### config.mk
export PLATFORM = sky130hd
export DESIGN_NAME = btst_unit
export DESIGN_NICKNAME = d
export VERILOG_FILES = /design/src/rtl/btst_pkg.sv /design/src/rtl/btst_decode.sv /design/src/rtl/btst_ea.sv /design/src/rtl/btst_bitsel.sv /design/src/rtl/btst_unit.sv
export SDC_FILE = /design/constraint.sdc
export NUM_CORES = 1
export LEC_CHECK = 0
export ABC_AREA = 1
export BUFFER_PORTS_ARGS = -buffer_cell sky130_fd_sc_hd__buf_2
export CAP_MARGIN = 20
export CORE_MARGIN = 4
export CORE_UTILIZATION = 59
export DETAILED_ROUTE_END_ITERATION = 16
export GPL_TIMING_DRIVEN = 0
export PLACE_DENSITY = 0.91
export SYNTH_ARGS = -nofsm -noshare
export SYNTH_HDL_FRONTEND = slang
export SYNTH_SLANG_ARGS = --single-unit
### constraint.sdc
create_clock -name clk -period 8.1 [get_ports clk]
set_input_delay 1.62 -clock clk [delete_from_list [all_inputs] [get_ports clk]]
set_output_delay 1.62 -clock clk [all_outputs]
set_load 0.01 [all_outputs]
### src/rtl/btst_pkg.sv
package btst_pkg;
    localparam int OP_W      = 16;
    localparam int RSEL_W    = 3;
    localparam int EXT_SLOTS = 4;
    localparam int EXT_CNT_W = $clog2(EXT_SLOTS);

    localparam logic [OP_W-1:0] REGFORM_MASK  = 16'hF1C0;
    localparam logic [OP_W-1:0] REGFORM_MATCH = 16'h0100;
    localparam logic [OP_W-1:0] IMMFORM_MASK  = 16'hFFC0;
    localparam logic [OP_W-1:0] IMMFORM_MATCH = 16'h0800;

    typedef enum logic [2:0] {
        AM_DREG, AM_IND, AM_POST, AM_PRE, AM_DISP, AM_ABSW, AM_ABSL, AM_NONE
    } amode_e;

    typedef enum logic [2:0] {
        ST_IDLE, ST_EXT, ST_DEC, ST_READ, ST_PF, ST_INT, ST_DONE, ST_ILL
    } st_e;

    typedef struct packed {
        logic                 legal;
        logic                 imm_form;
        amode_e               mode;
        logic [EXT_CNT_W-1:0] n_ext;
        logic [EXT_CNT_W-1:0] base;
    } dec_t;

    function automatic amode_e classify(input logic [5:0] ea);
        case (ea[5:3])
            3'd0:    return AM_DREG;
            3'd2:    return AM_IND;
            3'd3:    return AM_POST;
            3'd4:    return AM_PRE;
            3'd5:    return AM_DISP;
            3'd7:    return (ea[2:0] == 3'd0) ? AM_ABSW :
                            (ea[2:0] == 3'd1) ? AM_ABSL : AM_NONE;
            default: return AM_NONE;
        endcase
    endfunction

    function automatic logic [EXT_CNT_W-1:0] mode_words(input amode_e m);
        case (m)
            AM_DISP, AM_ABSW: return EXT_CNT_W'(1);
            AM_ABSL:          return EXT_CNT_W'(2);
            default:          return '0;
        endcase
    endfunction

    function automatic st_e after_ext(input amode_e m);
        case (m)
            AM_DREG: return ST_PF;
            AM_PRE:  return ST_DEC;
            default: return ST_READ;
        endcase
    endfunction
endpackage

### src/rtl/btst_decode.sv
module btst_decode
    import btst_pkg::*;
(
    input  logic [OP_W-1:0] op,
    output dec_t            dec
);
    logic   reg_hit, imm_hit;
    amode_e m;

    always_comb begin
        reg_hit      = (op & REGFORM_MASK) == REGFORM_MATCH;
        imm_hit      = (op & IMMFORM_MASK) == IMMFORM_MATCH;
        m            = classify(op[5:0]);
        dec.legal    = (reg_hit || imm_hit) && (m != AM_NONE);
        dec.imm_form = imm_hit;
        dec.mode     = m;
        dec.base     = EXT_CNT_W'(imm_hit);
        dec.n_ext    = mode_words(m) + EXT_CNT_W'(imm_hit);
    end
endmodule

### src/rtl/btst_ea.sv
module btst_ea
    import btst_pkg::*;
#(
    parameter int ADDR_W = 32
) (
    input  amode_e            mode,
    input  logic [ADDR_W-1:0] base_reg,
    input  logic [OP_W-1:0]   w_hi,
    input  logic [OP_W-1:0]   w_lo,
    output logic [ADDR_W-1:0] addr
);
    logic [ADDR_W-1:0] hi_sext;

    always_comb begin
        hi_sext = {{(ADDR_W-OP_W){w_hi[OP_W-1]}}, w_hi};
        case (mode)
            AM_DISP: addr = base_reg + hi_sext;
            AM_ABSW: addr = hi_sext;
            AM_ABSL: addr = ADDR_W'({w_hi, w_lo});
            default: addr = base_reg;
        endcase
    end
endmodule

### src/rtl/btst_bitsel.sv
module btst_bitsel #(
    parameter int REG_W  = 32,
    parameter int BYTE_W = 8
) (
    input  logic              wide,
    input  logic [REG_W-1:0]  bit_num,
    input  logic [REG_W-1:0]  dval,
    input  logic [BYTE_W-1:0] bval,
    output logic              zero
);
    always_comb begin
        if (wide)
            zero = ((dval >> (bit_num % REG_W)) & REG_W'(1)) == '0;
        else
            zero = ((bval >> (bit_num % BYTE_W)) & BYTE_W'(1)) == '0;
    end
endmodule

### src/rtl/btst_unit.sv
module btst_unit
    import btst_pkg::*;
#(
    parameter int ADDR_W = 32,
    parameter int REG_W  = 32,
    parameter int BYTE_W = 8
) (
    input  logic              clk,
    input  logic              rst,
    input  logic              op_valid,
    input  logic [OP_W-1:0]   op_word,
    output logic              op_ready,
    output logic              pf_req,
    input  logic              pf_ack,
    input  logic [OP_W-1:0]   pf_data,
    output logic [RSEL_W-1:0] dsrc_sel,
    input  logic [REG_W-1:0]  dsrc_val,
    output logic [RSEL_W-1:0] ddst_sel,
    input  logic [REG_W-1:0]  ddst_val,
    output logic [RSEL_W-1:0] areg_sel,
    input  logic [ADDR_W-1:0] areg_val,
    output logic              areg_we,
    output logic [ADDR_W-1:0] areg_wdata,
    output logic              mem_req,
    output logic [ADDR_W-1:0] mem_addr,
    input  logic              mem_ack,
    input  logic [BYTE_W-1:0] mem_rdata,
    output logic              done,
    output logic              zero_flag,
    output logic              illegal
);
    st_e                  st;
    dec_t                 dec;
    logic                 imm_q;
    amode_e               mode_q;
    logic [EXT_CNT_W-1:0] n_ext_q, base_q, ext_cnt;
    logic [OP_W-1:0]      ext_w [EXT_SLOTS];
    logic [RSEL_W-1:0]    src_reg_q, dst_reg_q;
    logic [BYTE_W-1:0]    byte_q;
    logic                 zero_q, z_calc;
    logic [REG_W-1:0]     bit_num;

    btst_decode u_dec (.op(op_word), .dec(dec));

    btst_ea #(.ADDR_W(ADDR_W)) u_ea (
        .mode(mode_q), .base_reg(areg_val),
        .w_hi(ext_w[base_q]), .w_lo(ext_w[base_q + EXT_CNT_W'(1)]),
        .addr(mem_addr)
    );

    assign bit_num = imm_q ? REG_W'(ext_w[0]) : dsrc_val;

    btst_bitsel #(.REG_W(REG_W), .BYTE_W(BYTE_W)) u_bit (
        .wide(mode_q == AM_DREG), .bit_num(bit_num),
        .dval(ddst_val), .bval(byte_q), .zero(z_calc)
    );

    always_comb begin
        op_ready   = (st == ST_IDLE);
        pf_req     = (st == ST_EXT) || (st == ST_PF);
        mem_req    = (st == ST_READ);
        done       = (st == ST_DONE);
        illegal    = (st == ST_ILL);
        zero_flag  = zero_q;
        dsrc_sel   = src_reg_q;
        ddst_sel   = dst_reg_q;
        areg_sel   = dst_reg_q;
        areg_we    = (st == ST_DEC) || (mem_req && mem_ack && mode_q == AM_POST);
        areg_wdata = (st == ST_DEC) ? areg_val - ADDR_W'(1) : areg_val + ADDR_W'(1);
    end

    always_ff @(posedge clk) begin
        if (rst) begin
            st        <= ST_IDLE;
            imm_q     <= 1'b0;
            mode_q    <= AM_DREG;
            n_ext_q   <= '0;
            base_q    <= '0;
            ext_cnt   <= '0;
            src_reg_q <= '0;
            dst_reg_q <= '0;
            byte_q    <= '0;
            zero_q    <= 1'b0;
            for (int i = 0; i < EXT_SLOTS; i++) ext_w[i] <= '0;
        end else begin
            case (st)
                ST_IDLE: if (op_valid) begin
                    imm_q     <= dec.imm_form;
                    mode_q    <= dec.mode;
                    n_ext_q   <= dec.n_ext;
                    base_q    <= dec.base;
                    ext_cnt   <= '0;
                    src_reg_q <= op_word[11:9];
                    dst_reg_q <= op_word[2:0];
                    if (!dec.legal)          st <= ST_ILL;
                    else if (dec.n_ext != 0) st <= ST_EXT;
                    else                     st <= after_ext(dec.mode);
                end
                ST_EXT: if (pf_ack) begin
                    ext_w[ext_cnt] <= pf_data;
                    ext_cnt        <= ext_cnt + EXT_CNT_W'(1);
                    if (ext_cnt + EXT_CNT_W'(1) == n_ext_q) st <= after_ext(mode_q);
                end
                ST_DEC:  st <= ST_READ;
                ST_READ: if (mem_ack) begin
                    byte_q <= mem_rdata;
                    st     <= ST_PF;
                end
                ST_PF: if (pf_ack) begin
                    if (mode_q == AM_DREG) st <= ST_INT;
                    else begin
                        zero_q <= z_calc;
                        st     <= ST_DONE;
                    end
                end
                ST_INT: begin
                    zero_q <= z_calc;
                    st     <= ST_DONE;
                end
                default: st <= ST_IDLE;
            endcase
        end
    end


    pf_hold_chk: assert property (@(posedge clk) disable iff (rst)
        pf_req && !pf_ack |=> pf_req);

    mem_hold_chk: assert property (@(posedge clk) disable iff (rst)
        mem_req && !mem_ack |=> mem_req && $stable(mem_addr));

    done_pulse_chk: assert property (@(posedge clk) disable iff (rst)
        done |=> !done && op_ready);

    ready_quiet_chk: assert property (@(posedge clk) disable iff (rst)
        op_ready |-> !pf_req && !mem_req && !areg_we);

    ill_quiet_chk: assert property (@(posedge clk) disable iff (rst)
        illegal |-> !done && !pf_req && !mem_req && !areg_we);

    areg_once_chk: assert property (@(posedge clk) disable iff (rst)
        areg_we |=> !areg_we);
endmodule

==> qor.yml, run 1 <==
setup_path:
  start_kind: "input pin"
  cp-startpoint: "areg_val[2]"
  required_ns: 6.48
  r2r_start: "st[0]"
  arrival_ns: 3.89
  end_kind: "primary output"
  crit_fanout: 5
  rrSetupSlack_ns: 5.62
  timing_worst_setup_path_type: "input pin to primary output"
power:
  p_comb_share_pct: 68.2
  p_clk_share_pct: 14.7
  powerDensity_nw_per_um2: 287
  peakVddDrop_v: 0.000226
  p_switching_uw: 1490
  leakagePower_uw: 0.00506
  power.share.switching_pct: 51.4
  power.internal_uw: 1410
  seq_power_share_pct: 17.1
run:
  max_cap_violations: 0
cells_and_area:
  syn2layout_area_growth_pct: 18.1
  layout.cells.most_common_list: "nand2_1, buf_2, inv_1, nor2_1, nand3_1"
  regArea_um2: 1980
  stdcell_count: 1765
  nets: 1784
  fin_area_um2: 10100
  drive_gt1_share_pct: 17.4
  fill_cells: 1192
  layout_commonest_cell: "nand2_1"
  multiInputGateArea_um2: 5690
logic_synthesis:
  avgSynthCellArea_um2: 6.25
  async_reset_ff_share_pct: 0
  syn_area_um2: 8570
  postSynthCellCount: 1371
  synth_edf_count: 48
  yosys-top-cells-area: "edfxtp_1, nand2_1, ha_1"
  ys_warn_count: 0
  yosysTopAreaCell: "edfxtp_1"
  synth_top_area_share_pct: 16.8
  ys_seq_elements: 75
  yosys_most_used_dff: "edfxtp_1"
  ys_types: 44
  synth_nets: 1576
  yosysSeqAreaShare_pct: 23.1
place:
  gp_congestion: 0.958
  dp_hpwl_mm: 23.3
  place_area_um2: 9800
  io_buffers: 193
  place_inst: 1748
clock_tree:
  cts_tree: "done"
  cts_buffers: 9
  cts_resized: 0
  cts_root_buf: "clkbuf_16"
  htree_levels: 3
  clkTransAtPathRegs_ns: 0.07
  cts_setup_buffers: 0
  hold_buffers: 0
  cts.sinks: 75
  cts.path.max_buffers: 2
  clock_latency_ns: 0.34
status:
  status: "complete, no violations"
sta:
  post-route-period-util_pct: 68.0
  hold_viol_final: 0
  relSlewSlack_pct: 47.1
  whs_ns: 0.460
  finalCriticalPeriod_ns: 5.51
  worstMarginPinSlew_ns: 0.785
  rsz0062_at_grt: "false"
  setup_viol: 0
  fin_tns_setup_ns: 0
  fin_skew_ns: 0.0132
  drv_slew: 0
  fmax_ghz: 0.182
drt:
  first_pass_iters: 6
  drc: 0
  finalWirelength_mm: 28.4
  vias: 10000
  drtIter0Drc: 923
  vias_per_cell: 5.68
  ant_nets: 0
  wl_per_cell_um: 16.1
global_route:
  grt_pass1_wl_mm: 44.6
  grt_usage_pct: 33.6
  antenna_found_initial: 1
  overflow: 0
  grt_max_degree: 18
  first_global_vias: 9297
die:
  die_x_um: 129
  ioPinCount: 221
  rows: 43
  die_y_um: 129
  coreArea_um2: 14000
  start_util_pct: 61.0
  dieArea_um2: 16500
min_path:
  worstHoldStart: "byte_q[0]"
  hp-class: "flop to flop"
power by group through the flow:
stage	clock, uW	combinational (uW)	sequential [uW]
floorplan	0	1320	498
global placement	0	1900	500
detailed placement	0	1930	501
CTS	430	1940	494
global route	447	2190	499
finish	427	1980	496
path summary, 6_finish.rpt:
kind | endpoint | depth (start not counted)
worst max-delay path | mem_addr[25] | 14
worst min-delay path | byte_q[0] | 2
worst max register to register | ext_w[1][6] | 9
worst min register to register | byte_q[0] | 2
layout make-up:
type,count,share of cell area [%]
clock inverters,7,0.915
well taps,180,2.22
diodes,1,0.0247
flip-flops and latches,75,19.6
clock buffers,9,2.22
repair buffers,197,9.91
multi-input cells,1066,56.2
inverters,193,7.16
plain buffers,37,1.72
stage by stage:
stage	utilization (%)	setup slack, ns	total power [uW]
global placement	69.5	0.614	2400
CTS	72.1	2.64	2870
finish	72.1	2.59	2900
global route	72.1	2.38	3140
floorplan	-	2.16	1820
detailed placement	69.8	2.66	2430
per-layer routing:
layer  track usage, %  part of all wire, %
met1             42.9                   41
met2             56.4                   46
met3             6.06                  8.7
met4             13.5                  3.8
met5                0                    0
state kept, by name (all words and copies together), names as in the netlist, named ones only:
name       count
st             3
areg_sel       3
dsrc_sel       3
n_ext_q        2
byte_q         8
mode_q         3
ext_w         48
base_q         1
zero_flag      1
ext_cnt        2
critical path, cell delays in order:
cell and delay (ns):
buf_2 0.12, ha_1 0.35, nand2_1 0.10, nand3_1 0.16, inv_1 0.06, nor2_1 0.12
nor2_1 0.09, o21ai_0 0.47, nand3_1 0.27, nand3_1 0.13, nand2_1 0.05, nand3_1 0.11
nand3_1 0.09, buf_2 0.16
kinds of logic (layout without fill, tap and decap cells):
logic type,count (synthesis),after routing,synth area share [%]
buffers and inverters,230,443,10.5
xor gates and xnor gates,30,30,3.07
adders and majority gates,64,64,9.52
other,0,1,0
muxes,1,1,0.117
DFF,75,75,23.1
AOI/OAI and AO/OA,297,297,19.6
and+or+nand+nor,674,674,34.1
synthesized netlist by cell type, types with 5 or more instances:
cell and count:
nand2_1 319, inv_1 173, nor2_1 163, nand3_1 128, a21oi_1 124, o21ai_0 103, ha_1 62, edfxtp_1 48
dfxtp_1 27, clkbuf_1 22, nor3_1 20, inv_2 19, xor2_1 18, nor2_4 13, a21boi_0 12, xnor2_1 12
buf_2 10, nand4_1 10, o21bai_1 10, a21o_1 9, a22oi_1 8, o2111ai_1 8, or2_2 7, nand3b_1 5
o211ai_1 5
Note: power is estimated with default switching activity, not from simulation.
==> inputs of run 2 (changes only) <==
--- a/config.mk
+++ b/config.mk
@@ -9,10 +9,10 @@
 export BUFFER_PORTS_ARGS = -buffer_cell sky130_fd_sc_hd__buf_2
 export CAP_MARGIN = 20
 export CORE_MARGIN = 4
-export CORE_UTILIZATION = 59
+export CORE_UTILIZATION = 50
 export DETAILED_ROUTE_END_ITERATION = 16
 export GPL_TIMING_DRIVEN = 0
-export PLACE_DENSITY = 0.91
+export PLACE_DENSITY = 0.82
 export SYNTH_ARGS = -nofsm -noshare
 export SYNTH_HDL_FRONTEND = slang
 export SYNTH_SLANG_ARGS = --single-unit
==> constraint.sdc (replaced) <==
create_clock -name clk -period 4.8 [get_ports clk]
set_input_delay 0.96 -clock clk [delete_from_list [all_inputs] [get_ports clk]]
set_output_delay 0.96 -clock clk [all_outputs]
set_load 0.01 [all_outputs]
==> qor.yml, run 2 (synthesis gave the netlist of run 1 again) <==
status:
  status: "complete, no violations"
drt:
  drtIter0Drc: 786
  drc: 0
  wl_per_cell_um: 15.8
  ant_nets: 0
  vias: 9862
  first_pass_iters: 6
  vias_per_cell: 5.45
  finalWirelength_mm: 28.7
die:
  dieArea_um2: 19300
  ioPinCount: 221
  start_util_pct: 51.3
  rows: 47
  die_y_um: 139
  die_x_um: 139
  coreArea_um2: 16700
power:
  powerDensity_nw_per_um2: 486
  peakVddDrop_v: 0.000326
  leakagePower_uw: 0.00510
setup_path:
  r2r_cells: 9
  arrival_ns: 3.61
  timing_worst_setup_path_type: "flop to primary output"
  r2r_start: "st[0]"
  rrSetupSlack_ns: 2.30
  critPathBufInv: 3
  crit_fanout: 8
  crit_family: "compound AO/OA/AOI/OAI gates"
  end_kind: "primary output"
  max_stage_delay_ns: 0.47
  required_ns: 3.84
  cp_common_cell: "nand2_1"
  crit_chain: "inv_1 -> nor3_4 -> inv_1 -> fa_1 -> o21ai_1 -> a21boi_2 -> o21bai_1 -> nand2_1 -> nand2_1 -> nand2_1 -> nand3_1 -> xor2_1 -> buf_2"
  r2r_end: "ext_w[1][11]"
  crit_slowest_cell: "fa_1"
  start_kind: "flop"
min_path:
  hold-path-endpoint: "byte_q[0]"
  worstHoldStart: "byte_q[0]"
  hp-class: "flop to flop"
  min_path_cells: 2
global_route:
  first_global_vias: 9032
  grt_pass1_wl_mm: 45.1
  grt_usage_pct: 28.4
  antenna_found_initial: 1
  grt_max_degree: 26
  overflow: 0
clock_tree:
  clkTransAtPathRegs_ns: 0.06
  cts_tree: "done"
  cts_buffers: 9
  htree_levels: 3
  cts.sinks: 75
  cts.path.max_buffers: 2
  cts_root_buf: "clkbuf_16"
  clock_latency_ns: 0.34
cells_and_area:
  layout_commonest_cell: "nand2_1"
  drive_gt1_share_pct: 17.6
  largest_reg_flops: 48
  top_register: "ext_w"
  regArea_um2: 1980
  fin_area_um2: 10200
  reg.largest.list: "ext_w x48, byte_q x8"
  multiInputGateArea_um2: 5700
  syn2layout_area_growth_pct: 19.5
  nets: 1788
  fin_util_pct: 61.3
  layout.cells.most_common_list: "nand2_1, buf_2, inv_1, nor2_1, nand3_1"
  fill_cells: 1679
sta:
  hold_viol_final: 0
  post-route-period-util_pct: 95.2
  relSlewSlack_pct: 53.4
  fin_tns_setup_ns: 0
  fmax_ghz: 0.219
  fin_skew_ns: 0.00608
  worstMarginPinSlew_ns: 0.699
  finalCriticalPeriod_ns: 4.57
  drv_slew: 0
  whs_ns: 0.458
  rsz0062_at_grt: "false"
  setup_viol: 0
place:
  place_area_um2: 9850
  dp_hpwl_mm: 23.8
  gp_congestion: 0.979
  io_buffers: 193
run:
  max_cap_violations: 0
[run 2: report_power, final]
group,internal [uW],switching (uW)
combinational,1170,2190
sequential,772,65.8
clock,506,266
[run 2: worst max-delay path by stage]
| stage | slack, ns | cells after the start | start | to |
|---|---|---|---|---|
| after floorplan | 0.44 | 12 | st[1] | areg_wdata[24] |
| after global placement | -0.78 | 13 | st[1] | areg_wdata[24] |
| after detailed placement | 0.37 | 12 | ext_w[0][15] | mem_addr[31] |
| after CTS | 0.002 | 12 | ext_w[0][15] | mem_addr[31] |
| after global routing | 0.03 | 15 | ext_w[1][15] | mem_addr[31] |
| final | 0.23 | 13 | st[1] | areg_wdata[24] |
[run 2: metrics by stage]
step / total power, uW / instances / setup WS [ns]
floorplan: 3070 / 1371 / 0.444
global placement: 4060 / 1784 / -0.780
detailed placement: 4110 / 1787 / 0.369
CTS: 4900 / 1803 / 0.00249
global route: 5390 / 1809 / 0.0321
finish: 4970 / 1809 / 0.231
[run 2: cell type report]
class	instances	share of cell area, %
well taps	220	2.69
clock inverters	7	1.14
repair buffers	201	10.1
diodes	1	0.0244
inverters	193	7.11
clock buffers	9	2.20
multi-input cells	1066	55.7
flip-flops and latches	75	19.4
plain buffers	37	1.70
[run 2: repair_timing]
| action | in CTS | in global routing |
|---|---|---|
| hold buffers | 0 | 0 |
| resized for setup | 0 | 2 |
| buffers inserted | 0 | 5 |
| endpoints found under the setup margin | 0 | 13 |
[run 2: worst reg2reg max path, cell delays in order, from the launching register on]
cell     delay [ns]
dfxtp_1        0.49
inv_2          0.11
nor3_4         0.24
inv_2          0.09
nor2_4         0.14
inv_2          0.09
nor2_4         0.13
nand3_2        0.14
buf_2          0.22
nand2_1        0.48
[run 2: layer usage]
metal  wire, um  up-vias  share of wire, %  track usage [%]
li1           -     5010                 -                -
met3       2030       61               7.1             3.55
met5          0        -                 0                0
met2      13400      417                47             47.9
met4        986        0               3.4             10.8
met1      12200     4374                43             37.2
